$ cat src/rtl/i2cs_pkg.sv
package i2cs_pkg;

    localparam int BYTE_W = 8;
    localparam int CNT_W  = $clog2(BYTE_W + 1);

    typedef logic [BYTE_W-1:0] byte_t;
    typedef logic [CNT_W-1:0]  cnt_t;

    localparam cnt_t CNT_FULL = cnt_t'(BYTE_W);

    typedef enum logic [2:0] {
        ST_IDLE,
        ST_RX,
        ST_ACK,
        ST_TX,
        ST_MACK,
        ST_WAIT
    } state_e;

    typedef enum logic [1:0] {
        K_DEV,
        K_WADR,
        K_WDATA
    } kind_e;

    typedef struct packed {
        state_e st;
        kind_e  kind;
        logic   rw;
        cnt_t   cnt;
        logic   mack;
        logic   got_data;
    } ctl_t;

    function automatic logic dev_match(input byte_t b, input logic [6:0] a);
        return b[BYTE_W-1:1] == a;
    endfunction

endpackage

$ cat src/rtl/i2cs_sync.sv
module i2cs_sync #(
    parameter int STAGES = 2
) (
    input  logic clk,
    input  logic rst,
    input  logic d,
    output logic q
);
    logic [STAGES-1:0] r;

    always_ff @(posedge clk) begin
        if (rst) r <= '1;
        else     r <= {r[STAGES-2:0], d};
    end

    assign q = r[STAGES-1];
endmodule

$ cat src/rtl/i2cs_cond.sv
module i2cs_cond (
    input  logic clk,
    input  logic rst,
    input  logic s_scl,
    input  logic s_sda,
    output logic scl_rise,
    output logic scl_fall,
    output logic start_c,
    output logic stop_c
);
    logic p_scl, p_sda;

    always_ff @(posedge clk) begin
        if (rst) begin
            p_scl <= 1'b1;
            p_sda <= 1'b1;
        end else begin
            p_scl <= s_scl;
            p_sda <= s_sda;
        end
    end

    assign scl_rise = s_scl & ~p_scl;
    assign scl_fall = ~s_scl & p_scl;
    assign start_c  = p_scl & s_scl & p_sda & ~s_sda;
    assign stop_c   = p_scl & s_scl & ~p_sda & s_sda;
endmodule

$ cat src/rtl/i2cs_engine.sv
module i2cs_engine
    import i2cs_pkg::*;
#(
    parameter logic [6:0] DEV_ADDR    = 7'b1010000,
    parameter int         SYNC_STAGES = 2
) (
    input  logic        clk,
    input  logic        rst,
    input  logic        scl_i,
    input  logic        sda_i,
    output logic        sda_oe,
    output logic [7:0]  rx_byte,
    output logic        addr_stb,
    output logic        data_stb,
    input  logic [7:0]  rd_data,
    output logic        rd_adv,
    output logic        commit
);
    localparam int NLINES = 2;

    logic [NLINES-1:0] raw, syn;
    logic s_scl, s_sda;
    logic scl_rise, scl_fall, start_c, stop_c;

    assign raw = {scl_i, sda_i};

    for (genvar g = 0; g < NLINES; g++) begin : g_sync
        i2cs_sync #(.STAGES(SYNC_STAGES)) u_sync (
            .clk (clk),
            .rst (rst),
            .d   (raw[g]),
            .q   (syn[g])
        );
    end

    assign s_scl = syn[1];
    assign s_sda = syn[0];

    i2cs_cond u_cond (
        .clk      (clk),
        .rst      (rst),
        .s_scl    (s_scl),
        .s_sda    (s_sda),
        .scl_rise (scl_rise),
        .scl_fall (scl_fall),
        .start_c  (start_c),
        .stop_c   (stop_c)
    );

    ctl_t  c;
    byte_t sh, tx_sh;

    always_ff @(posedge clk) begin
        if (rst) begin
            c        <= '{st: ST_IDLE, kind: K_DEV, rw: 1'b0, cnt: '0, mack: 1'b0, got_data: 1'b0};
            sh       <= '0;
            tx_sh    <= '0;
            sda_oe   <= 1'b0;
            rx_byte  <= '0;
            addr_stb <= 1'b0;
            data_stb <= 1'b0;
            rd_adv   <= 1'b0;
            commit   <= 1'b0;
        end else begin
            addr_stb <= 1'b0;
            data_stb <= 1'b0;
            rd_adv   <= 1'b0;
            commit   <= 1'b0;
            if (start_c) begin
                c.st   <= ST_RX;
                c.kind <= K_DEV;
                c.cnt  <= '0;
                c.mack <= 1'b0;
                sda_oe <= 1'b0;
            end else if (stop_c) begin
                c.st       <= ST_IDLE;
                sda_oe     <= 1'b0;
                commit     <= c.got_data;
                c.got_data <= 1'b0;
            end else begin
                unique case (c.st)
                    ST_RX: begin
                        if (scl_rise) begin
                            sh    <= {sh[BYTE_W-2:0], s_sda};
                            c.cnt <= c.cnt + 1'b1;
                        end else if (scl_fall && c.cnt == CNT_FULL) begin
                            c.cnt <= '0;
                            unique case (c.kind)
                                K_DEV: begin
                                    if (dev_match(sh, DEV_ADDR)) begin
                                        c.rw   <= sh[0];
                                        sda_oe <= 1'b1;
                                        c.st   <= ST_ACK;
                                    end else begin
                                        c.st   <= ST_WAIT;
                                    end
                                end
                                K_WADR: begin
                                    rx_byte  <= sh;
                                    addr_stb <= 1'b1;
                                    sda_oe   <= 1'b1;
                                    c.st     <= ST_ACK;
                                end
                                default: begin
                                    rx_byte    <= sh;
                                    data_stb   <= 1'b1;
                                    c.got_data <= 1'b1;
                                    sda_oe     <= 1'b1;
                                    c.st       <= ST_ACK;
                                end
                            endcase
                        end
                    end
                    ST_ACK: begin
                        if (scl_fall) begin
                            c.cnt <= '0;
                            if (c.kind == K_DEV && c.rw) begin
                                tx_sh  <= rd_data;
                                sda_oe <= ~rd_data[BYTE_W-1];
                                rd_adv <= 1'b1;
                                c.st   <= ST_TX;
                            end else begin
                                sda_oe <= 1'b0;
                                c.st   <= ST_RX;
                                c.kind <= (c.kind == K_DEV) ? K_WADR : K_WDATA;
                            end
                        end
                    end
                    ST_TX: begin
                        if (scl_rise) begin
                            c.cnt <= c.cnt + 1'b1;
                        end else if (scl_fall) begin
                            if (c.cnt == CNT_FULL) begin
                                sda_oe <= 1'b0;
                                c.mack <= 1'b0;
                                c.st   <= ST_MACK;
                            end else begin
                                tx_sh  <= tx_sh << 1;
                                sda_oe <= ~tx_sh[BYTE_W-2];
                            end
                        end
                    end
                    ST_MACK: begin
                        if (scl_rise) begin
                            if (s_sda) c.st   <= ST_WAIT;
                            else       c.mack <= 1'b1;
                        end else if (scl_fall && c.mack) begin
                            c.cnt  <= '0;
                            tx_sh  <= rd_data;
                            sda_oe <= ~rd_data[BYTE_W-1];
                            rd_adv <= 1'b1;
                            c.st   <= ST_TX;
                        end
                    end
                    default: ;
                endcase
            end
        end
    end

    AST_OE_LOW_PHASE: assert property (@(posedge clk) disable iff (rst)
        (s_scl && !$past(start_c || stop_c)) |-> $stable(sda_oe));

    AST_STB_EXCL: assert property (@(posedge clk) disable iff (rst)
        $onehot0({addr_stb, data_stb, rd_adv, commit}));

    AST_COMMIT_ON_STOP: assert property (@(posedge clk) disable iff (rst)
        commit |-> $past(stop_c));

    AST_START_RESTART: assert property (@(posedge clk) disable iff (rst)
        start_c |=> (c.st == ST_RX && c.cnt == '0 && !sda_oe));

    AST_WAIT_QUIET: assert property (@(posedge clk) disable iff (rst)
        (c.st == ST_WAIT) |-> !sda_oe);

endmodule

$ cat config.mk
export PLATFORM = sky130hd
export DESIGN_NAME = i2cs_engine
export DESIGN_NICKNAME = d
export VERILOG_FILES = /design/src/rtl/i2cs_pkg.sv /design/src/rtl/i2cs_sync.sv /design/src/rtl/i2cs_cond.sv /design/src/rtl/i2cs_engine.sv
export SDC_FILE = /design/constraint.sdc
export NUM_CORES = 1
export LEC_CHECK = 0
export ABC_AREA = 1
export ABC_CLOCK_PERIOD_IN_PS = 2100
export BUFFER_PORTS_ARGS = -buffer_cell sky130_fd_sc_hd__buf_2
export CAP_MARGIN = 20
export CORE_ASPECT_RATIO = 0.7
export CORE_MARGIN = 5
export CORE_UTILIZATION = 57
export CTS_CLUSTER_DIAMETER = 80
export DETAILED_ROUTE_END_ITERATION = 7
export PLACE_DENSITY = 0.87
export SLEW_MARGIN = 30
export SYNTH_ARGS = -nofsm -noshare
export SYNTH_HDL_FRONTEND = slang
export SYNTH_SLANG_ARGS = --single-unit
$ cat constraint.sdc
create_clock -name clk -period 2.1 [get_ports clk]
set_clock_uncertainty 0.1 [all_clocks]
set_input_delay 0.42 -clock clk [delete_from_list [all_inputs] [get_ports clk]]
set_output_delay 0.42 -clock clk [all_outputs]
set_load 0.01 [all_outputs]
==> results.py <==
metrics = {
    "floorplan": {
        "dieArea_um2": 5230,
        "die_w_um": 84.3,
        "core_um2": 3630,
        "io_pins": 25,
        "initial_core_util_pct": 60.7,
        "fp.dieH_um": 62.0,
        "rows": 18,
    },
    "clock_network": {
        "cts_tree": "yes",
        "cts.clk_slew.worst_paths_ns": 0.09,
        "cts_buffer_depth": 2,
        "ctsHoldBuffers": 0,
        "cts_sinks": 46,
        "insertion_delay_ns": 0.29,
        "htree_levels": 2,
        "cts_buffers": 5,
        "cts_root_buf": "clkbuf_8",
    },
    "cells_and_area": {
        "fin_util_pct": 69.5,
        "area_growth_pct": 14.4,
        "regArea_um2": 921,
        "final_nets": 380,
        "drive_gt1_share_pct": 16.1,
        "stdcell_count": 417,
        "nFillCells": 325,
        "multi_input_area_um2": 1120,
        "n_antenna_cell": 0,
    },
    "hold_path": {
        "hold_path.startpoint": "sda_i",
        "whs_endpoint": "g_sync[0].u_sync.r[0]$_SDFF_PP1_",
        "holdPathStages": 2,
        "hp-class": "input pin to register",
    },
    "sta": {
        "relSlewSlack_pct": 72.1,
        "finalCriticalPeriod_ns": 1.88,
        "hold_violations": 0,
        "rsz0062_at_grt": "no",
        "min_period_over_period_pct": 89.7,
        "finalSetupTns_ns": 0,
        "slew_viol_final": 0,
        "fin_ws_ns": 0.215,
        "max_freq_mhz": 531,
        "setup_viol": 0,
        "worstMarginPinSlew_ns": 0.418,
    },
    "power": {
        "combPwrFrac_pct": 37.2,
        "internal_power_uw": 1660,
        "clkPwrFrac_pct": 23.8,
        "power_leakage_uw": 0.00117,
        "switching_share_pct": 39.7,
        "seq_power_share_pct": 39.0,
        "powerDensity_nw_per_um2": 1090,
        "vdd_ir_drop_max_v": 0.000662,
        "p_switching_uw": 1100,
    },
    "synthesis": {
        "synth.avg_cell_area_um2": 6.57,
        "synth_area_leaders": "dfxtp_1, nand2_1, nor2_1, nand3_1, inv_1",
        "async_reset_ff_share_pct": 0,
        "synth_top_area_cell": "dfxtp_1",
        "syn_inst": 335,
        "synth.most_common_cell": "nand2_1",
        "yosys_register_bits": 46,
        "synth_nets": 349,
        "synth_warnings": 0,
        "yosys-top-cells-count": "nand2_1, nor2_1, dfxtp_1",
        "ys_types": 29,
        "yosysSeqAreaShare_pct": 41.8,
        "yosysTopAreaCellShare_pct": 41.8,
        "syn_area_um2": 2200,
        "synth_edf_count": 0,
        "synth_ff_type": "dfxtp_1",
    },
    "worst_setup_path": {
        "worstPathArrival_ns": 2.01,
        "regToRegEndpoint": "c[10]$_SDFFE_PP0P_",
        "criticalPathCategory": "register to register",
        "crit_top_cell": "nand2_1",
        "critPathTopFamily": "simple AND/OR/NAND/NOR gates",
        "cp_data_required_time_ns": 2.23,
        "critPathLaunchType": "register",
        "r2r-start": "c[11]$_SDFFE_PP0P_",
        "reg2regPathDepth": 11,
        "max_stage_delay_ns": 0.43,
        "cp-end-kind": "register",
        "r2r_slack_ns": 0.22,
        "slowest_stage": "dfxtp_1",
        "path_cells": "inv_2, nand3_2, inv_2, buf_4, nand2_1, nand2_1, nor2_1, nand2_1, nand2_1, nand2_1, nor2_1",
        "critPathMaxFanout": 11,
        "path_buf_inv": 3,
    },
    "detailed_routing": {
        "drtPass1Iterations": 5,
        "avgRoutedWirePerCell_um": 12.2,
        "drt_iter0_drc": 231,
        "antenna_left": 0,
        "wirelength_um": 5070,
        "drcViolationCount": 0,
        "vias": 2178,
        "routed_via_density": 5.22,
    },
    "place": {
        "gp_congestion": 1.04,
        "dpl.hpwl_um": 3770,
        "buffer_ports.inserted": 24,
        "dpl.cell_count": 409,
        "dp_slack_ns": 0.101,
    },
    "global_routing": {
        "antenna_found_initial": 0,
        "grt_max_degree": 20,
        "grt_pass1_vias": 1865,
        "grt_pass1_wl_um": 8690,
        "track_usage_pct": 20.8,
        "gr-total-overflow": 0,
    },
    "job": {
        "max-cap-violations": 0,
    },
    "status": {
        "outcome": "completed",
    },
}
how the worst max path moves through the flow:
stage	slack (ns)	endpoint	startpoint	cells past startpoint
global placement	0.17	tx_sh[3]$_SDFFE_PP0P_	c[2]$_SDFFE_PP0P_	12
global route	0.01	tx_sh[5]$_SDFFE_PP0P_	c[2]$_SDFFE_PP0P_	12
finish	0.22	c[10]$_SDFFE_PP0P_	c[11]$_SDFFE_PP0P_	11
CTS	0.08	tx_sh[1]$_SDFFE_PP0P_	c[2]$_SDFFE_PP0P_	12
floorplan	0.48	tx_sh[3]$_SDFFE_PP0P_	c[2]$_SDFFE_PP0P_	13
detailed placement	0.10	tx_sh[1]$_SDFFE_PP0P_	c[2]$_SDFFE_PP0P_	12
layout by cell type, fill, tap and decap left out, types with 2 or more instances in the layout:
master      synthesis  routed
nand3_2             2       2
ha_1                2       2
nand2_1            98      98
clkbuf_8            0       5
dfxtp_1            46      46
nor3_1              2       2
buf_4               2       7
inv_1              26      26
clkinvlp_4          0       2
nor2_2              4       5
nand3_1            25      25
nor2_1             58      57
o21ai_0            16      16
clkinv_1            3       3
a211oi_1            2       2
buf_2               1      24
o21bai_1            2       2
or2_2               4       4
nand4_1             4       4
o21ai_1             2       2
a21oi_1            18      18
inv_2               6       6
registers in the layout (all words and copies together), names as in the netlist, 4 cells and up:
register,flops
sh,8
tx_sh,7
g_sync.u_sync.r,4
rx_byte,8
c,12
final cells by class:
type                    instances  area share (%)
inverters                      35            5.22
well taps                      50            2.48
multi-input cells             247            44.4
clock buffers                   5            2.73
repair buffers                 31            6.86
clock inverters                 3            1.79
flip-flops and latches         46            36.6
power by group through the flow:
stage	combinational, uW	clock, uW	sequential (uW)
detailed placement	988	0	1090
finish	1030	657	1070
global route	1180	703	1090
CTS	994	666	1070
floorplan	785	0	1080
global placement	973	0	1090
repair_timing:
item	4_1_cts	5_1_grt
gates resized for setup	0	1
buffers inserted	0	0
endpoints found under the setup margin	0	6
metal layers:
layer	vias to the layer above	global-route usage (%)	wire [um]
li1	1118	-	-
met1	955	29.8	2500
met2	99	32.1	2010
met3	6	5.27	516
met4	0	4.13	42
met5	-	0	0
through the flow:
stage | instance area [um^2] | hold WS, ns | power, uW
5_1_grt | 2520 | 0.194 | 2970
3_3_place_gp | 2400 | 0.293 | 2060
3_5_place_dp | 2400 | 0.297 | 2080
6_report | 2520 | 0.200 | 2760
4_1_cts | 2520 | 0.196 | 2730
2_1_floorplan | 2200 | 0.289 | 1860
logic make-up after synthesis:
group	Yosys count	share of synthesized area [%]
compound gates	44	10.8
buf+inv	42	7.56
flops	46	41.8
fa+ha+maj	2	1.14
xor+xnor	1	0.398
simple gates	200	38.3
No activity file was read; power rests on OpenSTA's default activity.
